<file path="src/rtl/hbus_pkg.sv">
package hbus_pkg;

   typedef enum logic {
      HB_STYLE_SINGLE = 1'b0,
      HB_STYLE_STROBE = 1'b1
   } hb_style_e;

   localparam int unsigned HB_DEF_DATA_W = 8;
   localparam int unsigned HB_DEF_ADDR_W = 3;
   localparam int unsigned HB_DEF_NUM_CH = 4;
   localparam int unsigned HB_DEF_SYNC   = 2;

endpackage

</file>
<file path="src/rtl/hbus_sync.sv">
module hbus_sync #(
   parameter int unsigned W      = 1,
   parameter int unsigned STAGES = 2,
   parameter logic [W-1:0] RST_VAL = '0
) (
   input  logic         clk,
   input  logic         rst_n,
   input  logic [W-1:0] d,
   output logic [W-1:0] q
);

   logic [W-1:0] stg [STAGES];

   always_ff @(posedge clk or negedge rst_n) begin
      if (!rst_n) begin
         for (int i = 0; i < int'(STAGES); i++) stg[i] <= RST_VAL;
      end else begin
         stg[0] <= d;
         for (int i = 1; i < int'(STAGES); i++) stg[i] <= stg[i-1];
      end
   end

   assign q = stg[STAGES-1];

endmodule

</file>
<file path="src/rtl/hbus_chan_dec.sv">
module hbus_chan_dec #(
   parameter int unsigned NUM_CH     = 4,
   parameter int unsigned CH_W       = 2,
   parameter bit          HAS_SINGLE = 1'b1
) (
   input  logic              mode_strobe,
   input  logic              rd_n,
   input  logic              wr_n,
   input  logic [NUM_CH-1:0] cs_n,
   output logic              rd_act,
   output logic              wr_act,
   output logic [CH_W-1:0]   chan
);

   logic            pri_hit;
   logic [CH_W-1:0] pri_ch;
   logic            p_rd;
   logic            p_wr;

   // lowest index wins: scan downward so the last hit is the lowest
   always_comb begin
      pri_hit = 1'b0;
      pri_ch  = '0;
      for (int i = int'(NUM_CH) - 1; i >= 0; i--) begin
         if (!cs_n[i]) begin
            pri_hit = 1'b1;
            pri_ch  = CH_W'(i);
         end
      end
   end

   assign p_rd = pri_hit & ~rd_n;
   assign p_wr = pri_hit & ~wr_n;

   generate
      if (HAS_SINGLE) begin : g_dual
         logic sel;
         assign sel    = ~cs_n[0];
         assign rd_act = mode_strobe ? p_rd : (sel & wr_n);
         assign wr_act = mode_strobe ? p_wr : (sel & ~wr_n);
         assign chan   = mode_strobe ? pri_ch : cs_n[CH_W:1];
      end else begin : g_strobe_only
         assign rd_act = p_rd;
         assign wr_act = p_wr;
         assign chan   = pri_ch;
      end
   endgenerate

endmodule

</file>
<file path="src/rtl/hbus_access_ctl.sv">
module hbus_access_ctl #(
   parameter int unsigned DATA_W = 8,
   parameter int unsigned ADDR_W = 3,
   parameter int unsigned CH_W   = 2
) (
   input  logic              clk,
   input  logic              rst_n,
   input  logic              rd_act,
   input  logic              wr_act,
   input  logic [CH_W-1:0]   chan_in,
   input  logic [ADDR_W-1:0] addr_in,
   input  logic [DATA_W-1:0] data_in,
   output logic [CH_W-1:0]   chan,
   output logic [ADDR_W-1:0] reg_addr,
   output logic [DATA_W-1:0] wr_data,
   output logic              wr_pulse,
   output logic              rd_en,
   output logic              oe
);

   logic wr_q;
   logic rd_start;
   logic wr_track;

   assign rd_start = rd_act & ~oe;
   assign wr_track = wr_act & ~rd_act & ~oe;

   always_ff @(posedge clk or negedge rst_n) begin
      if (!rst_n) begin
         oe       <= 1'b0;
         wr_q     <= 1'b0;
         rd_en    <= 1'b0;
         wr_pulse <= 1'b0;
         chan     <= '0;
         reg_addr <= '0;
         wr_data  <= '0;
      end else begin
         oe       <= rd_act;
         wr_q     <= wr_act;
         rd_en    <= rd_start;
         wr_pulse <= wr_q & ~wr_act;
         if (rd_start) begin
            chan     <= chan_in;
            reg_addr <= addr_in;
         end else if (wr_track) begin
            chan     <= chan_in;
            reg_addr <= addr_in;
            wr_data  <= data_in;
         end
      end
   end

   // a write pulse lasts one cycle
   a_r8_wr_one_cycle: assert property (@(posedge clk) disable iff (!rst_n)
      wr_pulse |=> !wr_pulse);

   // a read enable lasts one cycle
   a_r8_rd_one_cycle: assert property (@(posedge clk) disable iff (!rst_n)
      rd_en |=> !rd_en);

   // the bus is enabled whenever a read starts
   a_r3_oe_with_rd_en: assert property (@(posedge clk) disable iff (!rst_n)
      rd_en |-> oe);

   // channel and address frozen during a read
   a_r10_hold_in_read: assert property (@(posedge clk) disable iff (!rst_n)
      (oe && $past(oe)) |-> ($stable(chan) && $stable(reg_addr)));

endmodule

</file>
<file path="src/rtl/hbus_decoder.sv">
module hbus_decoder
   import hbus_pkg::*;
#(
   parameter int unsigned DATA_W      = HB_DEF_DATA_W,
   parameter int unsigned ADDR_W      = HB_DEF_ADDR_W,
   parameter int unsigned NUM_CH      = HB_DEF_NUM_CH,
   parameter int unsigned SYNC_STAGES = HB_DEF_SYNC,
   parameter bit          HAS_SINGLE  = 1'b1,
   localparam int unsigned CH_W       = (NUM_CH > 1) ? $clog2(NUM_CH) : 1
) (
   input  logic              clk,
   input  logic              rst_n,
   input  logic              mode_strobe,
   input  logic              rd_n_pin,
   input  logic              wr_n_pin,
   input  logic [NUM_CH-1:0] cs_n_pin,
   input  logic [ADDR_W-1:0] addr_pin,
   input  logic [DATA_W-1:0] bus_din,
   input  logic [DATA_W-1:0] rd_data,
   output logic [DATA_W-1:0] bus_dout,
   output logic              bus_oe,
   output logic [CH_W-1:0]   chan,
   output logic [ADDR_W-1:0] reg_addr,
   output logic              wr_pulse,
   output logic [DATA_W-1:0] wr_data,
   output logic              rd_en
);

   localparam int unsigned SW = 2 + NUM_CH + ADDR_W + DATA_W;
   localparam logic [SW-1:0] SYNC_RST = {2'b11, {NUM_CH{1'b1}}, {(ADDR_W + DATA_W){1'b0}}};

   generate
      if (SYNC_STAGES < 2) begin : g_bad_sync
         $error("hbus_decoder: SYNC_STAGES must be at least 2");
      end
      if (NUM_CH < 2) begin : g_bad_ch
         $error("hbus_decoder: NUM_CH must be at least 2");
      end
      if (HAS_SINGLE && (CH_W + 1 > NUM_CH)) begin : g_bad_single
         $error("hbus_decoder: too few select pins to carry channel bits");
      end
      if (DATA_W < 1 || ADDR_W < 1) begin : g_bad_width
         $error("hbus_decoder: widths must be positive");
      end
   endgenerate

   logic [SW-1:0]     pins_raw;
   logic [SW-1:0]     pins_s;
   logic              rd_n_s;
   logic              wr_n_s;
   logic [NUM_CH-1:0] cs_n_s;
   logic [ADDR_W-1:0] addr_s;
   logic [DATA_W-1:0] data_s;

   assign pins_raw = {rd_n_pin, wr_n_pin, cs_n_pin, addr_pin, bus_din};
   assign {rd_n_s, wr_n_s, cs_n_s, addr_s, data_s} = pins_s;

   hbus_sync #(
      .W       (SW),
      .STAGES  (SYNC_STAGES),
      .RST_VAL (SYNC_RST)
   ) u_sync (
      .clk   (clk),
      .rst_n (rst_n),
      .d     (pins_raw),
      .q     (pins_s)
   );

   logic            rd_act;
   logic            wr_act;
   logic [CH_W-1:0] chan_dec;

   hbus_chan_dec #(
      .NUM_CH     (NUM_CH),
      .CH_W       (CH_W),
      .HAS_SINGLE (HAS_SINGLE)
   ) u_dec (
      .mode_strobe (mode_strobe),
      .rd_n        (rd_n_s),
      .wr_n        (wr_n_s),
      .cs_n        (cs_n_s),
      .rd_act      (rd_act),
      .wr_act      (wr_act),
      .chan        (chan_dec)
   );

   hbus_access_ctl #(
      .DATA_W (DATA_W),
      .ADDR_W (ADDR_W),
      .CH_W   (CH_W)
   ) u_ctl (
      .clk      (clk),
      .rst_n    (rst_n),
      .rd_act   (rd_act),
      .wr_act   (wr_act),
      .chan_in  (chan_dec),
      .addr_in  (addr_s),
      .data_in  (data_s),
      .chan     (chan),
      .reg_addr (reg_addr),
      .wr_data  (wr_data),
      .wr_pulse (wr_pulse),
      .rd_en    (rd_en),
      .oe       (bus_oe)
   );

   assign bus_dout = bus_oe ? rd_data : '0;

endmodule

</file>
<file path="config.mk">
export PLATFORM = sky130hd
export DESIGN_NAME = hbus_decoder
export DESIGN_NICKNAME = d
export VERILOG_FILES = /design/src/rtl/hbus_pkg.sv /design/src/rtl/hbus_sync.sv /design/src/rtl/hbus_chan_dec.sv /design/src/rtl/hbus_access_ctl.sv /design/src/rtl/hbus_decoder.sv
export SDC_FILE = /design/constraint.sdc
export NUM_CORES = 1
export LEC_CHECK = 0
export CAP_MARGIN = 5
export CORE_MARGIN = 5
export CORE_UTILIZATION = 59
export CTS_CLUSTER_DIAMETER = 200
export DETAILED_ROUTE_END_ITERATION = 7
export DONT_BUFFER_PORTS = 1
export HOLD_SLACK_MARGIN = 0.12
export PLACE_DENSITY = 0.78
export REMOVE_ABC_BUFFERS = 1
export SLEW_MARGIN = 15
export SYNTH_ARGS = -nofsm -noshare
export SYNTH_HDL_FRONTEND = slang
export SYNTH_SLANG_ARGS = --single-unit
</file>
<file path="constraint.sdc">
create_clock -name clk -period 2.4 [get_ports clk]
set_input_delay 0.12 -clock clk [delete_from_list [all_inputs] [get_ports clk]]
set_output_delay 0.12 -clock clk [all_outputs]
set_load 0.02 [all_outputs]
</file>
[Word-level counts from Yosys, hierarchy flattened]
Cells that the tools add are included.
Word-level totals
  register bits: 51
  latch bits: 0
  RAM bits: 0
  ROM bits: 0
  input bits: 28
  output and inout port bits: 24
  logic and storage cells: 42
  memories kept: 0
Cells by class
  add/subtract/negate cells: 0
  $mul: 0
  divide/modulo/power cells: 0
  $lt $le $gt $ge: 0
  eq/ne operators: 0
  shift operators: 0
  multiplexer cells: 16
  bitwise logic cells: 15
  reduce and logical (&&, ||, !) cells: 2
Operators by type and width (count)
  2-bit two-way mux: 7
  1-bit bitwise AND: 8
  8-bit two-way mux: 1
  1-bit NOT: 7
  1-bit two-way mux: 6
  3-bit two-way mux: 2
  2-bit AND reduction: 1
  2-bit nonzero test: 1

[Longest topological paths before layout]
  depth after elaboration: 11
  gate-level depth with buffers: 4
  mapped depth without buffers: 4

[Modules after synthesis]
A second synthesis with hierarchy kept.
Unflattened totals
  cell total of the unflattened synthesis: 107
  area, all modules: 1731.7 sq um
By module, submodules not included
  hbus_sync: instances 1, cells each 51, area an instance 993.5 sq um, sequential area each 865.8 sq um
  hbus_access_ctl: instances 1, cells each 34, area an instance 614.3 sq um, sequential area each 425.4 sq um
  hbus_chan_dec: instances 1, cells each 14, area an instance 73.8 sq um, sequential area each 0.0 sq um
  hbus_decoder: instances 1, cells each 8, area an instance 50.0 sq um, sequential area each 0.0 sq um

[Worst setup path after synthesis]
OpenSTA, ideal clock, no wires.
  path kind: register to register
  from: register u_sync.stg (netlist bit u_sync.q[15])
  to: register u_ctl.chan[1]
  setup time: 0.125 ns
  arrival: 1.623 ns
  data required time: 2.275 ns
  setup slack: 0.652 ns
  cell stages (with the launch flop): 5
  buffers on the path: 0
  clock period less this slack: 1.748 ns
  path through: dfstp_2 > nor3b_1 > o22ai_1 > a21oi_4 > mux2_2
Between the ends
  cells in the longest elaborated chain, start to end: 6
  elaborated cells between the ends (all ways): 12
  classes of those cells: mux: 3; bitwise: 8; reduce/logical: 1
Ends and longest elaborated chain
  start: declaration: line hbus_sync.sv:12  | logic [W-1:0] stg [STAGES];
  1-bit NOT or 1-bit bitwise AND (tied branches): line hbus_chan_dec.sv:33, hbus_chan_dec.sv:40, hbus_chan_dec.sv:39
  1-bit bitwise AND, or another cell as far along: line hbus_chan_dec.sv:40  | assign wr_act = mode_strobe ? p_wr : (sel & ~wr_n);
  1-bit two-way mux or 1-bit NOT (tied branches): line hbus_chan_dec.sv:40, hbus_access_ctl.sv:26
  1-bit bitwise AND (2 in series): line hbus_access_ctl.sv:26  | assign wr_track = wr_act & ~rd_act & ~oe;
  2-bit nonzero test (no source line)
  end signal: assignment: line hbus_access_ctl.sv:43  | chan <= chan_in;
  end signal: assignment: line hbus_access_ctl.sv:46  | chan <= chan_in;
  end: declaration: line hbus_access_ctl.sv:13  | output logic [CH_W-1:0] chan,
Several ways; a longest one is shown, not always the timed one.
A chain may end at the register's enable or synchronous reset.

[Final worst setup path]
  from: register u_sync.stg (netlist bit u_sync.q[15])
  to: register u_ctl.reg_addr[2]
Between the ends
  cells in the longest elaborated chain, start to end: 6
  elaborated cells between the ends (all ways): 12
  classes of those cells: mux: 3; bitwise: 8; reduce/logical: 1
Ends and longest elaborated chain
  1-bit NOT or 1-bit bitwise AND (tied branches): line hbus_chan_dec.sv:33, hbus_chan_dec.sv:40, hbus_chan_dec.sv:39
  1-bit bitwise AND, or another cell as far along: line hbus_chan_dec.sv:40
  1-bit two-way mux or 1-bit NOT (tied branches): line hbus_chan_dec.sv:40, hbus_access_ctl.sv:26
  1-bit bitwise AND (2 in series): line hbus_access_ctl.sv:26
  2-bit nonzero test (no source line)
  end signal: assignment: line hbus_access_ctl.sv:44  | reg_addr <= addr_in;
  end signal: assignment: line hbus_access_ctl.sv:47  | reg_addr <= addr_in;
  end: declaration: line hbus_access_ctl.sv:14  | output logic [ADDR_W-1:0] reg_addr,
Several ways; a longest one is shown, not always the timed one.

==> results by group <==
Status
  – Outcome: finished clean

Timing
  – Shortest clock period the worst path allows after layout: 1.983 ns
  – Final-report hold violation count: 0
  – Setup repair after global routing missed its margin: no
  – Least-Margin Pin Slew: 0.6107 ns
  – Highest attainable clock frequency: 0.5043 GHz
  – Fin crit share: 82.62%
  – Hold slack: 0.1485 ns
  – Post-Route Setup TNS: 0 ns
  – Headroom to the max-slew limit: 58.98%
  – Pins over their slew limit: 0
  – Setup violation total in the final timing report: 0
  – Clock skew after layout: 0.008783 ns

Worst setup path
  – Worst setup path endpoint: u_ctl.reg_addr[2]
  – Depth of the most critical reg-to-reg path: 4
  – Type of destination of the critical path: register
  – Critical path class: reg2reg
  – Endpoint of the most critical register-to-register path: u_ctl.reg_addr[2]
  – Crit path launch type: register
  – Start point of the critical path: u_sync.q[15]
  – Worst path arrival time: 2.22 ns
  – Worst Path Required: 2.64 ns
  – Origin of the critical flop-to-flop path: u_sync.q[15]
  – Register-to-register path setup slack: 0.42 ns
  – Maximum fanout count along the critical path: 5

Run
  – Max-cap violations: 0

CTS
  – H-tree levels: 2
  – TritonCTS clock tree: yes
  – Worst-skew pair later-pin latency: 0.35 ns
  – Count of clock tree sinks: 51
  – Maximum buffer depth of the clock tree: 2
  – Number of setup buffers added after CTS: 0
  – Number of buffers inserted during clock tree synthesis: 5
  – Post-CTS clock slew at the launch and capture registers of the worst setup and hold paths: 0.13 ns
  – Clock root buffer: sky130_fd_sc_hd__clkbuf_4

Global routing
  – Global-route met3 utilization: 6.295%
  – First-pass GRT wire length: 4.236 mm
  – Peak-usage layer in the global routing report: met2
  – Vias in the first global route: 881
  – Largest net degree at the start of global routing: 52
  – GRT met2 Usage: 24.09%
  – GRT met1 Usage: 15.32%
  – Global-route usage over all layers: 14.19%
  – Antenna violations before repair: 0
  – GR Overflow Total: 0

Route
  – Detailed Route Iter0 Violations: 32
  – Vias per Instance: 5.288
  – Vias: 809
  – Total length of routed wires: 2.509 mm
  – Post-route antenna net violation count: 0
  – DR WL/cell: 16.40 microns
  – First drt pass iteration count: 4
  – DRC errors left: 0

Synth
  – Xor/xnor cell area share of the yosys netlist: 0%
  – Mux cell area share after synthesis: 8.835%
  – Synthesized area per cell: 17.48 sq um
  – Yosys warning total: 0
  – Number of synthesized register bits: 51
  – Dominant combinational cell family by area after synthesis: simple AND/OR/NAND/NOR gates
  – Post-synthesis share of cell area spent on and, or, nand and nor gates: 8.835%
  – Complex-gate fraction of the synthesized area: 2.361%
  – Adder-Cell Fraction of Synth Area: 0%
  – Area share of the leading cell type in the synthesized netlist: 59.41%
  – List of most frequent post-synthesis cells: sky130_fd_sc_hd__dfrtp_1 (39), sky130_fd_sc_hd__dfstp_2 (12), sky130_fd_sc_hd__mux2_2 (12), sky130_fd_sc_hd__and2_1 (9), sky130_fd_sc_hd__inv_1 (5)
  – Leading area contributor after synthesis: sky130_fd_sc_hd__dfrtp_1
  – Most frequent cell after synthesis: sky130_fd_sc_hd__dfrtp_1
  – Async set-reset flop share out of synthesis: 100.0%
  – Most used DFF post-synth: sky130_fd_sc_hd__dfrtp_1
  – Number of synthesized flops with an enable pin: 0
  – Number of instances in the synthesized netlist: 94
  – Number of library cell types mapped by synthesis: 20
  – Netlist area before placement: 0.001643 sq mm
  – Cell types occupying the most area after synthesis: sky130_fd_sc_hd__dfrtp_1 (59%), sky130_fd_sc_hd__dfstp_2 (19%), sky130_fd_sc_hd__mux2_2 (8.2%), sky130_fd_sc_hd__and2_1 (3.4%), sky130_fd_sc_hd__nor4_4 (1.3%)
  – Sequential cell area fraction in the yosys report: 78.60%

Power
  – Power density over the cells: 819.4 mW/mm^2
  – Leakage power: 0.8668 nW
  – Worst IR Drop VDD: 0.7401 mV
  – Post-route total power: 1.618 mW

Cells and area
  – Area growth syn-to-layout: 20.18%
  – Number of nets at the end of the flow: 149
  – Total area of multi-input combinational cells: 329.1 sq um
  – Antenna diode count: 0
  – Count of filler cells inserted in the layout: 164
  – Reg area: 0.001291 sq mm
  – Share of cells above drive strength 1: 28.69%

Floorplan
  – Die X: 62.77 microns
  – Die height: 62.77 microns
  – Number of primary I/O pins: 52
  – Initial Util: 60.62%
  – Placeable core area: 0.002710 sq mm
  – Die Footprint: 0.003939 sq mm
  – Total number of placement rows: 19

Placed design
  – Placed wire-length estimate: 1.696 mm
  – Port bufs: 0
  – Final RePlAce weighted congestion: 0.7450

Hold path
  – Worst hold path startpoint: mode_strobe
  – Class of the tightest hold or removal check: in2reg
[how the worst min path moves through the flow]
stage	depth (start not counted)	end	slack, ns
after CTS	3	u_ctl.wr_q	0.12
after global routing	3	u_ctl.chan[0]	0.18
after detailed placement	0	u_ctl.wr_data[3]	-0.17
after global placement	0	u_ctl.wr_data[5]	-0.17
final	3	u_ctl.chan[0]	0.15
after floorplan	0	u_ctl.chan[0]	-0.18
[layout by cell type (no fill, tap or decap)]
master                          instances
sky130_fd_sc_hd__dfrtp_1               39
sky130_fd_sc_hd__dlygate4sd3_1         20
sky130_fd_sc_hd__mux2_2                12
sky130_fd_sc_hd__dfstp_2               12
sky130_fd_sc_hd__and2_1                 9
sky130_fd_sc_hd__inv_1                  5
sky130_fd_sc_hd__clkbuf_4               5
sky130_fd_sc_hd__nand4_1                2
sky130_fd_sc_hd__o21ai_0                2
sky130_fd_sc_hd__clkbuf_8               2
sky130_fd_sc_hd__nor2b_1                1
sky130_fd_sc_hd__nor3b_1                1
sky130_fd_sc_hd__o22ai_1                1
sky130_fd_sc_hd__nor2_1                 1
sky130_fd_sc_hd__nand2b_1               1
sky130_fd_sc_hd__nand3b_4               1
sky130_fd_sc_hd__nor4_4                 1
sky130_fd_sc_hd__a21oi_4                1
sky130_fd_sc_hd__and2b_1                1
sky130_fd_sc_hd__a31oi_1                1
sky130_fd_sc_hd__mux2i_1                1
sky130_fd_sc_hd__nand2_1                1
sky130_fd_sc_hd__clkbuf_1               1
sky130_fd_sc_hd__buf_16                 1
[report_power, final]
group | leakage [nW] | internal, mW | switching, mW
Sequential | 0.588 | 0.950 | 0.119
Clock | 0.0386 | 0.173 | 0.231
Combinational | 0.240 | 0.0808 | 0.0646
[cells by family (layout without fill, tap and decap cells)]
family | count (synthesis) | count (layout)
flip-flops | 51 | 51
AND/OR/NAND/NOR | 19 | 19
multiplexers | 13 | 13
buffers and inverters | 6 | 34
AO/OA/AOI/OAI | 5 | 5
[metrics by stage]
step           instance area (sq um)  instances  setup slack [ns]  util (%)
4_1_cts                         1964        152            0.4292     72.48
3_5_place_dp                    1678        124            0.4609     61.91
2_1_floorplan                   1639         93            0.6506         -
5_1_grt                         1974        153            0.3691     72.85
3_3_place_gp                    1678        124            0.5851     61.91
6_report                        1974        153            0.4172     72.85
[routing by layer]
layer	wire length, microns	vias up
met4	36	0
met2	1330	44
met3	225	5
met1	916	394
li1	-	366
met5	0	-
[flip-flops by register name (all words and copies together), names as in the netlist, 2 cells and up]
signal and flops:
u_ctl.wr_data 8, u_sync.stg 17, u_sync.q 17, u_ctl.chan 2
u_ctl.reg_addr 3
[timing repair]
action / CTS / global route
hold buffers: 20 / 1
endpoints found under the hold margin: 72 / 1
gates resized for setup: 0 / 0
[worst max-delay path, stage by stage (launching register included)]
cell,delay (ns)
sky130_fd_sc_hd__dfstp_2,0.56
sky130_fd_sc_hd__nor3b_1,0.43
sky130_fd_sc_hd__o22ai_1,0.25
sky130_fd_sc_hd__a21oi_4,0.27
sky130_fd_sc_hd__mux2_2,0.37
[final cells by class]
class / instances / area share [%]
clock buffer: 8 / 3.485
timing repair buffer: 21 / 11.53
multi-input combinational: 37 / 16.67
sequential: 51 / 65.40
inverter: 5 / 0.9506
tap: 31 / 1.965
No activity file was read; power rests on OpenSTA's default activity.
